File: config.mk
export PLATFORM = sky130hd
export DESIGN_NAME = mbx_dispatch
export DESIGN_NICKNAME = d
export VERILOG_FILES = /design/src/rtl/mbx_pkg.sv /design/src/rtl/mbx_fifo.sv /design/src/rtl/mbx_wr_route.sv /design/src/rtl/mbx_resp_scan.sv /design/src/rtl/mbx_dispatch.sv
export SDC_FILE = /design/constraint.sdc
export NUM_CORES = 1
export LEC_CHECK = 0
export BUFFER_PORTS_ARGS = -buffer_cell sky130_fd_sc_hd__buf_4
export CORE_AREA = 10 10 184 186
export DETAILED_ROUTE_END_ITERATION = 10
export DIE_AREA = 0 0 194 196
export GPL_TIMING_DRIVEN = 0
export HOLD_SLACK_MARGIN = 0.1
export PLACE_DENSITY_LB_ADDON = 0.3
export SLEW_MARGIN = 25
export SYNTH_ARGS = -nofsm -noshare
export SYNTH_HDL_FRONTEND = slang
export SYNTH_SLANG_ARGS = --single-unit
File: constraint.sdc
create_clock -name clk -period 4 [get_ports clk]
set_input_delay 0.6 -clock clk [delete_from_list [all_inputs] [get_ports clk]]
set_output_delay 0.6 -clock clk [all_outputs]
set_load 0.05 [all_outputs]
File: src/rtl/mbx_pkg.sv
package mbx_pkg;
  localparam int WORD_W    = 32;
  localparam int CH_SEL_W  = 4;
  localparam logic [3:0] OB_PAGE = 4'hA;
  localparam int ST_FULL_BIT  = 31;
  localparam int ST_EMPTY_BIT = 30;
  localparam int ST_LEVEL_W   = 8;
  typedef logic [WORD_W-1:0] word_t;
endpackage

File: src/rtl/mbx_fifo.sv
module mbx_fifo
  import mbx_pkg::*;
#(
  parameter int DEPTH = 4
) (
  input  logic  clk,
  input  logic  rst_n,
  input  logic  push,
  input  word_t push_data,
  input  logic  pop_ready,
  output logic  out_valid,
  output word_t out_data,
  output logic  full,
  output logic  empty,
  output logic [ST_LEVEL_W-1:0] level
);
  localparam int AW = (DEPTH > 1) ? $clog2(DEPTH) : 1;
  localparam int CW = $clog2(DEPTH + 1);

  word_t          mem [DEPTH];
  logic [AW-1:0]  wp, rp;
  logic [CW-1:0]  cnt;
  logic           do_push, do_pop;

  assign full      = (cnt == CW'(DEPTH));
  assign empty     = (cnt == '0);
  assign out_valid = !empty;
  assign out_data  = mem[rp];
  assign level     = ST_LEVEL_W'(cnt);
  assign do_pop    = pop_ready && !empty;
  assign do_push   = push && !full;

  always_ff @(posedge clk) begin
    if (do_push) mem[wp] <= push_data;
  end

  always_ff @(posedge clk) begin
    if (!rst_n) begin
      wp  <= '0;
      rp  <= '0;
      cnt <= '0;
    end else begin
      if (do_push) wp <= (wp == AW'(DEPTH - 1)) ? '0 : wp + 1'b1;
      if (do_pop)  rp <= (rp == AW'(DEPTH - 1)) ? '0 : rp + 1'b1;
      case ({do_push, do_pop})
        2'b10:   cnt <= cnt + 1'b1;
        2'b01:   cnt <= cnt - 1'b1;
        default: cnt <= cnt;
      endcase
    end
  end
endmodule

File: src/rtl/mbx_wr_route.sv
module mbx_wr_route
  import mbx_pkg::*;
#(
  parameter int NCH = 9
) (
  input  logic           clk,
  input  logic           rst_n,
  input  logic           wr_valid,
  input  logic [7:0]     wr_addr,
  input  word_t          wr_data,
  input  logic [NCH-1:0] ch_busy,
  input  logic           q_full,
  output logic           q_push,
  output logic [NCH-1:0] ch_wr_stb,
  output word_t          ch_wr_data
);
  logic [CH_SEL_W-1:0] ch;
  logic [NCH-1:0]      sel;
  logic                hit, ch_ok, tgt_busy, accept, fwd;

  assign ch = wr_data[CH_SEL_W-1:0];

  // One-hot decode of the target; codes >= NCH leave sel empty
  always_comb begin
    sel = '0;
    for (int i = 0; i < NCH; i++) sel[i] = (ch == CH_SEL_W'(i));
  end

  assign hit      = rst_n && wr_valid && (wr_addr[7:4] == OB_PAGE) && (wr_addr[1:0] == 2'b00);
  assign ch_ok    = |sel;
  assign tgt_busy = |(sel & ch_busy);
  assign accept   = hit && ch_ok && !q_full;
  assign q_push   = accept && tgt_busy;
  assign fwd      = accept && !tgt_busy;

  always_ff @(posedge clk) begin
    if (!rst_n) begin
      ch_wr_stb  <= '0;
      ch_wr_data <= '0;
    end else begin
      ch_wr_stb <= fwd ? sel : '0;
      if (fwd) ch_wr_data <= wr_data;
    end
  end
endmodule

File: src/rtl/mbx_resp_scan.sv
module mbx_resp_scan
  import mbx_pkg::*;
#(
  parameter int NCH = 9
) (
  input  logic                  rst_n,
  input  logic [NCH-1:0]        ch_avail,
  input  logic [NCH*WORD_W-1:0] ch_rd_data,
  input  logic                  in_ready,
  output logic [NCH-1:0]        ch_rd_stb,
  output logic                  in_valid,
  output word_t                 in_data
);
  logic [NCH-1:0] avail_g, pick;
  logic           found;

  assign avail_g = rst_n ? ch_avail : '0;

  // Fixed-priority scan from channel 0 upward
  always_comb begin
    pick    = '0;
    found   = 1'b0;
    in_data = '0;
    for (int i = 0; i < NCH; i++) begin
      if (!found && avail_g[i]) begin
        found   = 1'b1;
        pick[i] = 1'b1;
        in_data = ch_rd_data[i*WORD_W +: WORD_W];
      end
    end
  end

  assign in_valid  = found;
  assign ch_rd_stb = pick & {NCH{in_ready}};
endmodule

File: src/rtl/mbx_dispatch.sv
module mbx_dispatch
  import mbx_pkg::*;
#(
  parameter int NCH      = 9,
  parameter int OB_DEPTH = 4
) (
  input  logic                  clk,
  input  logic                  rst_n,
  input  logic                  wr_valid,
  output logic                  wr_ready,
  input  logic [7:0]            wr_addr,
  input  logic [WORD_W-1:0]     wr_data,
  input  logic [NCH-1:0]        ch_busy,
  output logic [NCH-1:0]        ch_wr_stb,
  output logic [WORD_W-1:0]     ch_wr_data,
  input  logic [NCH-1:0]        ch_avail,
  output logic [NCH-1:0]        ch_rd_stb,
  input  logic [NCH*WORD_W-1:0] ch_rd_data,
  output logic                  in_valid,
  input  logic                  in_ready,
  output logic [WORD_W-1:0]     in_data,
  output logic                  ob_valid,
  input  logic                  ob_ready,
  output logic [WORD_W-1:0]     ob_data,
  output logic [WORD_W-1:0]     ob_status
);
  logic q_push, q_full, q_empty;
  logic [ST_LEVEL_W-1:0] q_level;

  assign wr_ready = rst_n;

  mbx_wr_route #(.NCH(NCH)) u_route (
    .clk(clk), .rst_n(rst_n), .wr_valid(wr_valid), .wr_addr(wr_addr),
    .wr_data(wr_data), .ch_busy(ch_busy), .q_full(q_full), .q_push(q_push),
    .ch_wr_stb(ch_wr_stb), .ch_wr_data(ch_wr_data)
  );

  mbx_fifo #(.DEPTH(OB_DEPTH)) u_obq (
    .clk(clk), .rst_n(rst_n), .push(q_push), .push_data(wr_data),
    .pop_ready(ob_ready), .out_valid(ob_valid), .out_data(ob_data),
    .full(q_full), .empty(q_empty), .level(q_level)
  );

  mbx_resp_scan #(.NCH(NCH)) u_scan (
    .rst_n(rst_n), .ch_avail(ch_avail), .ch_rd_data(ch_rd_data),
    .in_ready(in_ready), .ch_rd_stb(ch_rd_stb), .in_valid(in_valid),
    .in_data(in_data)
  );

  always_comb begin
    ob_status = '0;
    ob_status[ST_FULL_BIT]  = q_full;
    ob_status[ST_EMPTY_BIT] = q_empty;
    ob_status[ST_LEVEL_W-1:0] = q_level;
  end
endmodule

* Yosys cells after proc, flatten, opt, wreduce, memory -nomap -nowiden
Memory sizes are Yosys's and may differ from the RTL's. A register that Yosys moved wholly into a read port is not among the register bits.
Index checks and enable logic that the tools add are counted.
** Word-level totals
- Register bits :: 48
- RAM bits :: 128
- Input port bits :: 351
- Output and inout port bits :: 149
- Logic and storage cells :: 95
- Memories kept :: 1
** Operators by class
- $add $sub $neg :: 4
- Equality and inequality tests :: 14
- Mux-type cells :: 34
- Bitwise logic cells :: 2
- Reduce and logical (&&, ||, !) cells :: 35
** Memory list
- u_obq.mem :: words 4, width 32, read ports 1, clocked after Yosys merged registers in 1, wr ports 1, line mbx_fifo.sv:20 : word_t mem [DEPTH];
** Operators by type and width (number)
- 32-bit two-way mux :: 9
- 1-bit two-way mux :: 19
- 9-bit AND :: 2
- 9-bit OR reduction :: 2
- 1-bit logical AND :: 17
- 4-bit by 3-bit equality test with 1-bit output, second input constant :: 4
- 1-bit zero test :: 11
- 9-bit two-way mux :: 1
- 4-bit by 2-bit equality test with 1-bit output, second input constant :: 2
- 4-bit equality test, second input constant :: 2
- 2-bit two-way mux :: 4
- 2-bit equality test, second input constant :: 3
- 3-bit case mux with 2 select lines :: 1
- 2-bit by 1-bit adder with 2-bit output, second input constant :: 2
- 4-bit by 1-bit equality test with 1-bit output, second input constant :: 1
- 4-bit zero test :: 1
- 3-bit by 1-bit adder with 3-bit output, second input constant :: 1
- 3-bit equality test, second input constant :: 1
- 3-bit zero test :: 1
- 3-bit by 1-bit subtractor with 3-bit output, second input constant :: 1
- 2-bit by 1-bit equality test with 1-bit output, second input constant :: 1
- 2-bit zero test :: 1
- 2-bit AND reduction :: 1
- 2-bit nonzero test :: 1

* Longest topological paths before layout
- Depth after elaboration :: 27
- Depth in mapped cells :: 12
- Gate-level depth less buffers :: 11

* Cells and area by module
From an unflattened synthesis, not the netlist that was laid out.
** Second synthesis, totals
- Cells, all modules :: 767
- Area total of the unflattened synthesis :: 9227.6 um^2
** By module, submodules not included
- mbx_fifo :: instances 1, cells each 229, area an instance 5196.2 um^2, sequential area each 4023.9 um^2
- mbx_resp_scan :: instances 1, cells each 319, area an instance 2050.7 um^2, sequential area each 0.0 um^2
- mbx_wr_route :: instances 1, cells each 193, area an instance 1789.2 um^2, sequential area each 820.8 um^2
- mbx_dispatch :: instances 1, cells each 26, area an instance 191.4 um^2, sequential area each 0.0 um^2

* Worst setup path before layout
No wires, ideal clock.
- Kind :: in2out
- From :: input rst_n
- To :: output ch_rd_stb[1]
- Data arrival time :: 3114 ps
- Required time :: 3400 ps
- Path slack :: 286 ps
- Cell stages on the path :: 4
- Path buffers :: 2
- Path through :: clkbuf_1 clkbuf_1 clkinv_1 nor4b_1
** On the way
- Word-level cells in the longest chain between the ends :: 6
** Ends and longest elaborated chain
- start, declared :: line mbx_dispatch.sv:8 : input logic rst_n,
- 9-bit two-way mux * :: line mbx_resp_scan.sv:17 : assign avail_g = rst_n ? ch_avail : '0;
- 1-bit two-way mux :: line mbx_resp_scan.sv:25 : if (!found && avail_g[i]) begin
- 1-bit zero test :: line mbx_resp_scan.sv:25
- 1-bit logical AND * :: line mbx_resp_scan.sv:25
- 1-bit two-way mux * :: line mbx_resp_scan.sv:25
- 9-bit AND * :: line mbx_resp_scan.sv:34 : assign ch_rd_stb = pick & {NCH{in_ready}};
- end, declared :: line mbx_dispatch.sv:17 : output logic [NCH-1:0] ch_rd_stb,
Mark *: on every way between the ends. The rest lies on a longest branch, timed or not.

* Final worst setup path
- From :: input ch_avail[1]
- To :: output in_data[22]
** On the way
- Word-level cells in the longest chain between the ends :: 24
- Elaborated cells on any way between the ends :: 31
- Classes of those cells :: mux (16); reduce/logical (15)
** Ends and longest elaborated chain
- start, declared :: line mbx_dispatch.sv:16 : input logic [NCH-1:0] ch_avail,
- 9-bit two-way mux * :: line mbx_resp_scan.sv:17
- 1-bit logical AND * :: line mbx_resp_scan.sv:25
- 1-bit two-way mux :: line mbx_resp_scan.sv:25
- 1-bit zero test :: line mbx_resp_scan.sv:25
- 1-bit logical AND :: line mbx_resp_scan.sv:25
- 1-bit two-way mux :: line mbx_resp_scan.sv:25
- 1-bit zero test :: line mbx_resp_scan.sv:25
- 1-bit logical AND :: line mbx_resp_scan.sv:25
- [8 not listed]
- 1-bit logical AND :: line mbx_resp_scan.sv:25
- 1-bit two-way mux :: line mbx_resp_scan.sv:25
- 1-bit zero test :: line mbx_resp_scan.sv:25
- 1-bit logical AND :: line mbx_resp_scan.sv:25
- 1-bit two-way mux :: line mbx_resp_scan.sv:25
- 1-bit zero test :: line mbx_resp_scan.sv:25
- 1-bit logical AND :: line mbx_resp_scan.sv:25
- 32-bit two-way mux * :: line mbx_resp_scan.sv:25
- end, declared :: line mbx_dispatch.sv:21 : output logic [WORD_W-1:0] in_data,
Marked as above.

==> results.tsv <==
metric	value	unit
synth warn	0	
Worst-Margin Slew	907	ps
WS Path Type	input port to output port	
total CTS buffers	17	
RePlAce Congestion	0.924	
Final Slew Violations	0	
Setup crit start	ch_avail[1]	
design area	14200	um^2
maxcap violations	0	
fmax	260	MHz
fin crit period	3840	ps
DRC viols	0	
setup ws final	158	ps
area post-placement	13600	um^2
initial antenna violation count	4	
Leak	5.86	nW
Max IR drop VDD	0.340	mV
reg-to-reg slack, setup	1390	ps
Async S/R FF share, synth	0	%
commonest non-fill, non-tap cell in the layout	buf_4	
Final Hold Fails	0	
Worst EP arrival	3240	ps
number of flops mapped to enable cells by yosys	128	
final core utilization	46.9	%
Synth-to-Final Area Change	51.5	%
post-synth cell types	57	
CTS tree	built	
first-pass GRT wire length	64.7	mm
gr ovfl total	0	
Min-Delay Path Class	input port to register	
Worst setup SP type	input port	
Hold Buf Count CTS	0	
postcts setup bufs	0	
Setup TNS	0	ps
TritonCTS Sinks	178	
Rows	64	
synthesized cell area	9360	um^2
area of the multi-input gates	4000	um^2
HPWL Detailed	38.3	mm
Synth Area per Inst	10.6	um^2
die area	38000	um^2
commonest non-fill, non-tap cells in the layout	buf_4 (498), nand2_1 (142), edfxtp_1 (128)	
drt first pass iters	5	
Worst-path clk slew	80	ps
Hold Path Depth	1	
Setup crit end	in_data[22]	
Syn Inst Count	886	
Final setup viols	0	
crit path capture type	output port	
status	finished clean	
Worst Skew	13.2	ps
CP max FO	10	
fin nets	1760	
pin count of the biggest net entering global routing	24	
unrepaired setup endpoints after global routing	false	
max_slew headroom	37.9	%
share of cells above drive strength 1	41.7	%
CTS root buf	clkbuf_16	
drt via density	5.12	
core area	30300	um^2
GRT Total Usage	22.6	%
input/output buffers	467	
FF+latch count, synth	178	
post-place setup slack	187	ps
die width	194	um
R2R cell count	10	
Detailed Route WL	45.4	mm
ys flop type	edfxtp_1	
storage element area	4840	um^2
CTS-repair resized insts	0	
crit share post-route	96.0	%
Layout fillers	2944	
vias in the first global route	9759	
drt wl/cell	25.0	um
io pins	500	
Die Height	196	um
H-tree depth	4	
FF-to-FF Start	u_obq.cnt[2]	
reg2reg end	u_obq.cnt[2]	
WP data required	3400	ps
routed vias	9283	
Iter 0 DRT Violations	654	
CTS max path bufs	2	
Starting Density	30.9	%
Skew-Pair Late Insertion Delay	430	ps
power density over the cells	316	nW/um^2
sequential-to-total area share from yosys stat	51.7	%
Final ANT Viol Nets	0	
hold slack	376	ps
==> flip-flops by register name, indices dropped and copies added, names as in the netlist, named ones only <==
name and flops:
u_obq.cnt 3, u_route.ch_wr_stb 9, u_route.ch_wr_data 32, u_obq.wp 2, u_obq.rp 2, u_obq.mem 128
==> cells by family after synthesis <==
group / Yosys count / synth area share, %
AND/OR/NAND/NOR: 285 / 13.4
AO/OA/AOI/OAI: 251 / 18.5
flip-flops: 178 / 51.7
buffers and inverters: 124 / 6.67
multiplexers: 38 / 8.40
adder cells (fa/ha/maj): 7 / 1.02
XOR/XNOR: 2 / 0.187
other: 1 / 0.0400
==> area by class of cell <==
class                      instances  share of cell area, %
tap                              396                   3.49
clock inverter                    15                   1.31
buffer                           111                   4.06
timing repair buffer             471                   25.4
clock buffer                      17                   3.00
inverter                          13                  0.344
multi-input combinational        610                   28.2
sequential                       178                   34.1
antenna                            3                 0.0529
==> per-layer routing <==
layer	GRT usage [%]	vias up	wire length, um
met5	0	-	13
met4	7.87	2	1350
met1	23.1	4493	15800
li1	-	4381	-
met3	5.47	46	2930
met2	43.6	361	25300
==> how the worst min path moves through the flow <==
stage	startpoint	endpoint	slack (ps)
3_5_place_dp	u_route.ch_wr_data[30]	u_route.ch_wr_data[30]	440
5_1_grt	wr_data[4]	u_obq.mem[2][4]	370
3_3_place_gp	u_route.ch_wr_data[5]	u_route.ch_wr_data[5]	440
4_1_cts	wr_data[8]	u_obq.mem[0][8]	360
2_1_floorplan	u_obq.rp[1]	register	450
6_report	wr_data[8]	u_obq.mem[1][8]	380
==> per-stage QoR <==
| stage | total power [mW] | cells |
|---|---|---|
| after global routing | 4.64 | 1813 |
| final | 4.48 | 1814 |
| after floorplan | 2.41 | 912 |
| after CTS | 4.51 | 1811 |
| after detailed placement | 2.86 | 1779 |
| after global placement | 2.85 | 1775 |
==> report_power, final <==
part,leakage (nW),total [mW],switching [mW],internal [mW]
logic,4.01,0.842,0.472,0.371
clock network,0.293,1.67,0.766,0.900
registers,1.55,1.97,0.000322,1.97
==> cell usage after synthesis (3+ instances only) <==
master       n  area (um^2)
and3_1       3         18.8
nand2b_1     4         25.0
ha_1         6         75.1
a2111oi_0   20          175
nor3_1      26          130
nand2_1    142          533
mux2i_1      4         40.0
o31a_1      10         87.6
o221ai_1    11         96.3
nor2_1      51          191
nor4_1       5         31.3
o21ai_0     48          240
edfxtp_1   128         3840
a211o_1     21          184
buf_1        6         22.5
a221oi_1    31          272
a211oi_1    11         82.6
dfxtp_1     50         1000
a21oi_1     29          145
nor2b_1      3         18.8
buf_2        9         45.0
buf_6        4         45.0
nand3_1     33          165
and2_1       4         25.0
mux4_2      32          721
clkbuf_1    60          225
o22ai_1     31          194
buf_4       31          233
o21ai_1     20          100
inv_1       12         45.0
o21a_1      11         82.6
==> critical path: stages <==
cell and delay, ps:
buf_4 120, clkbuf_1 240, nor4_2 540, and3_1 340, o21a_1 200, clkbuf_1 350, a2111oi_0 280, a211o_1 340
buf_4 210
Note: power is estimated with default switching activity, not from simulation.
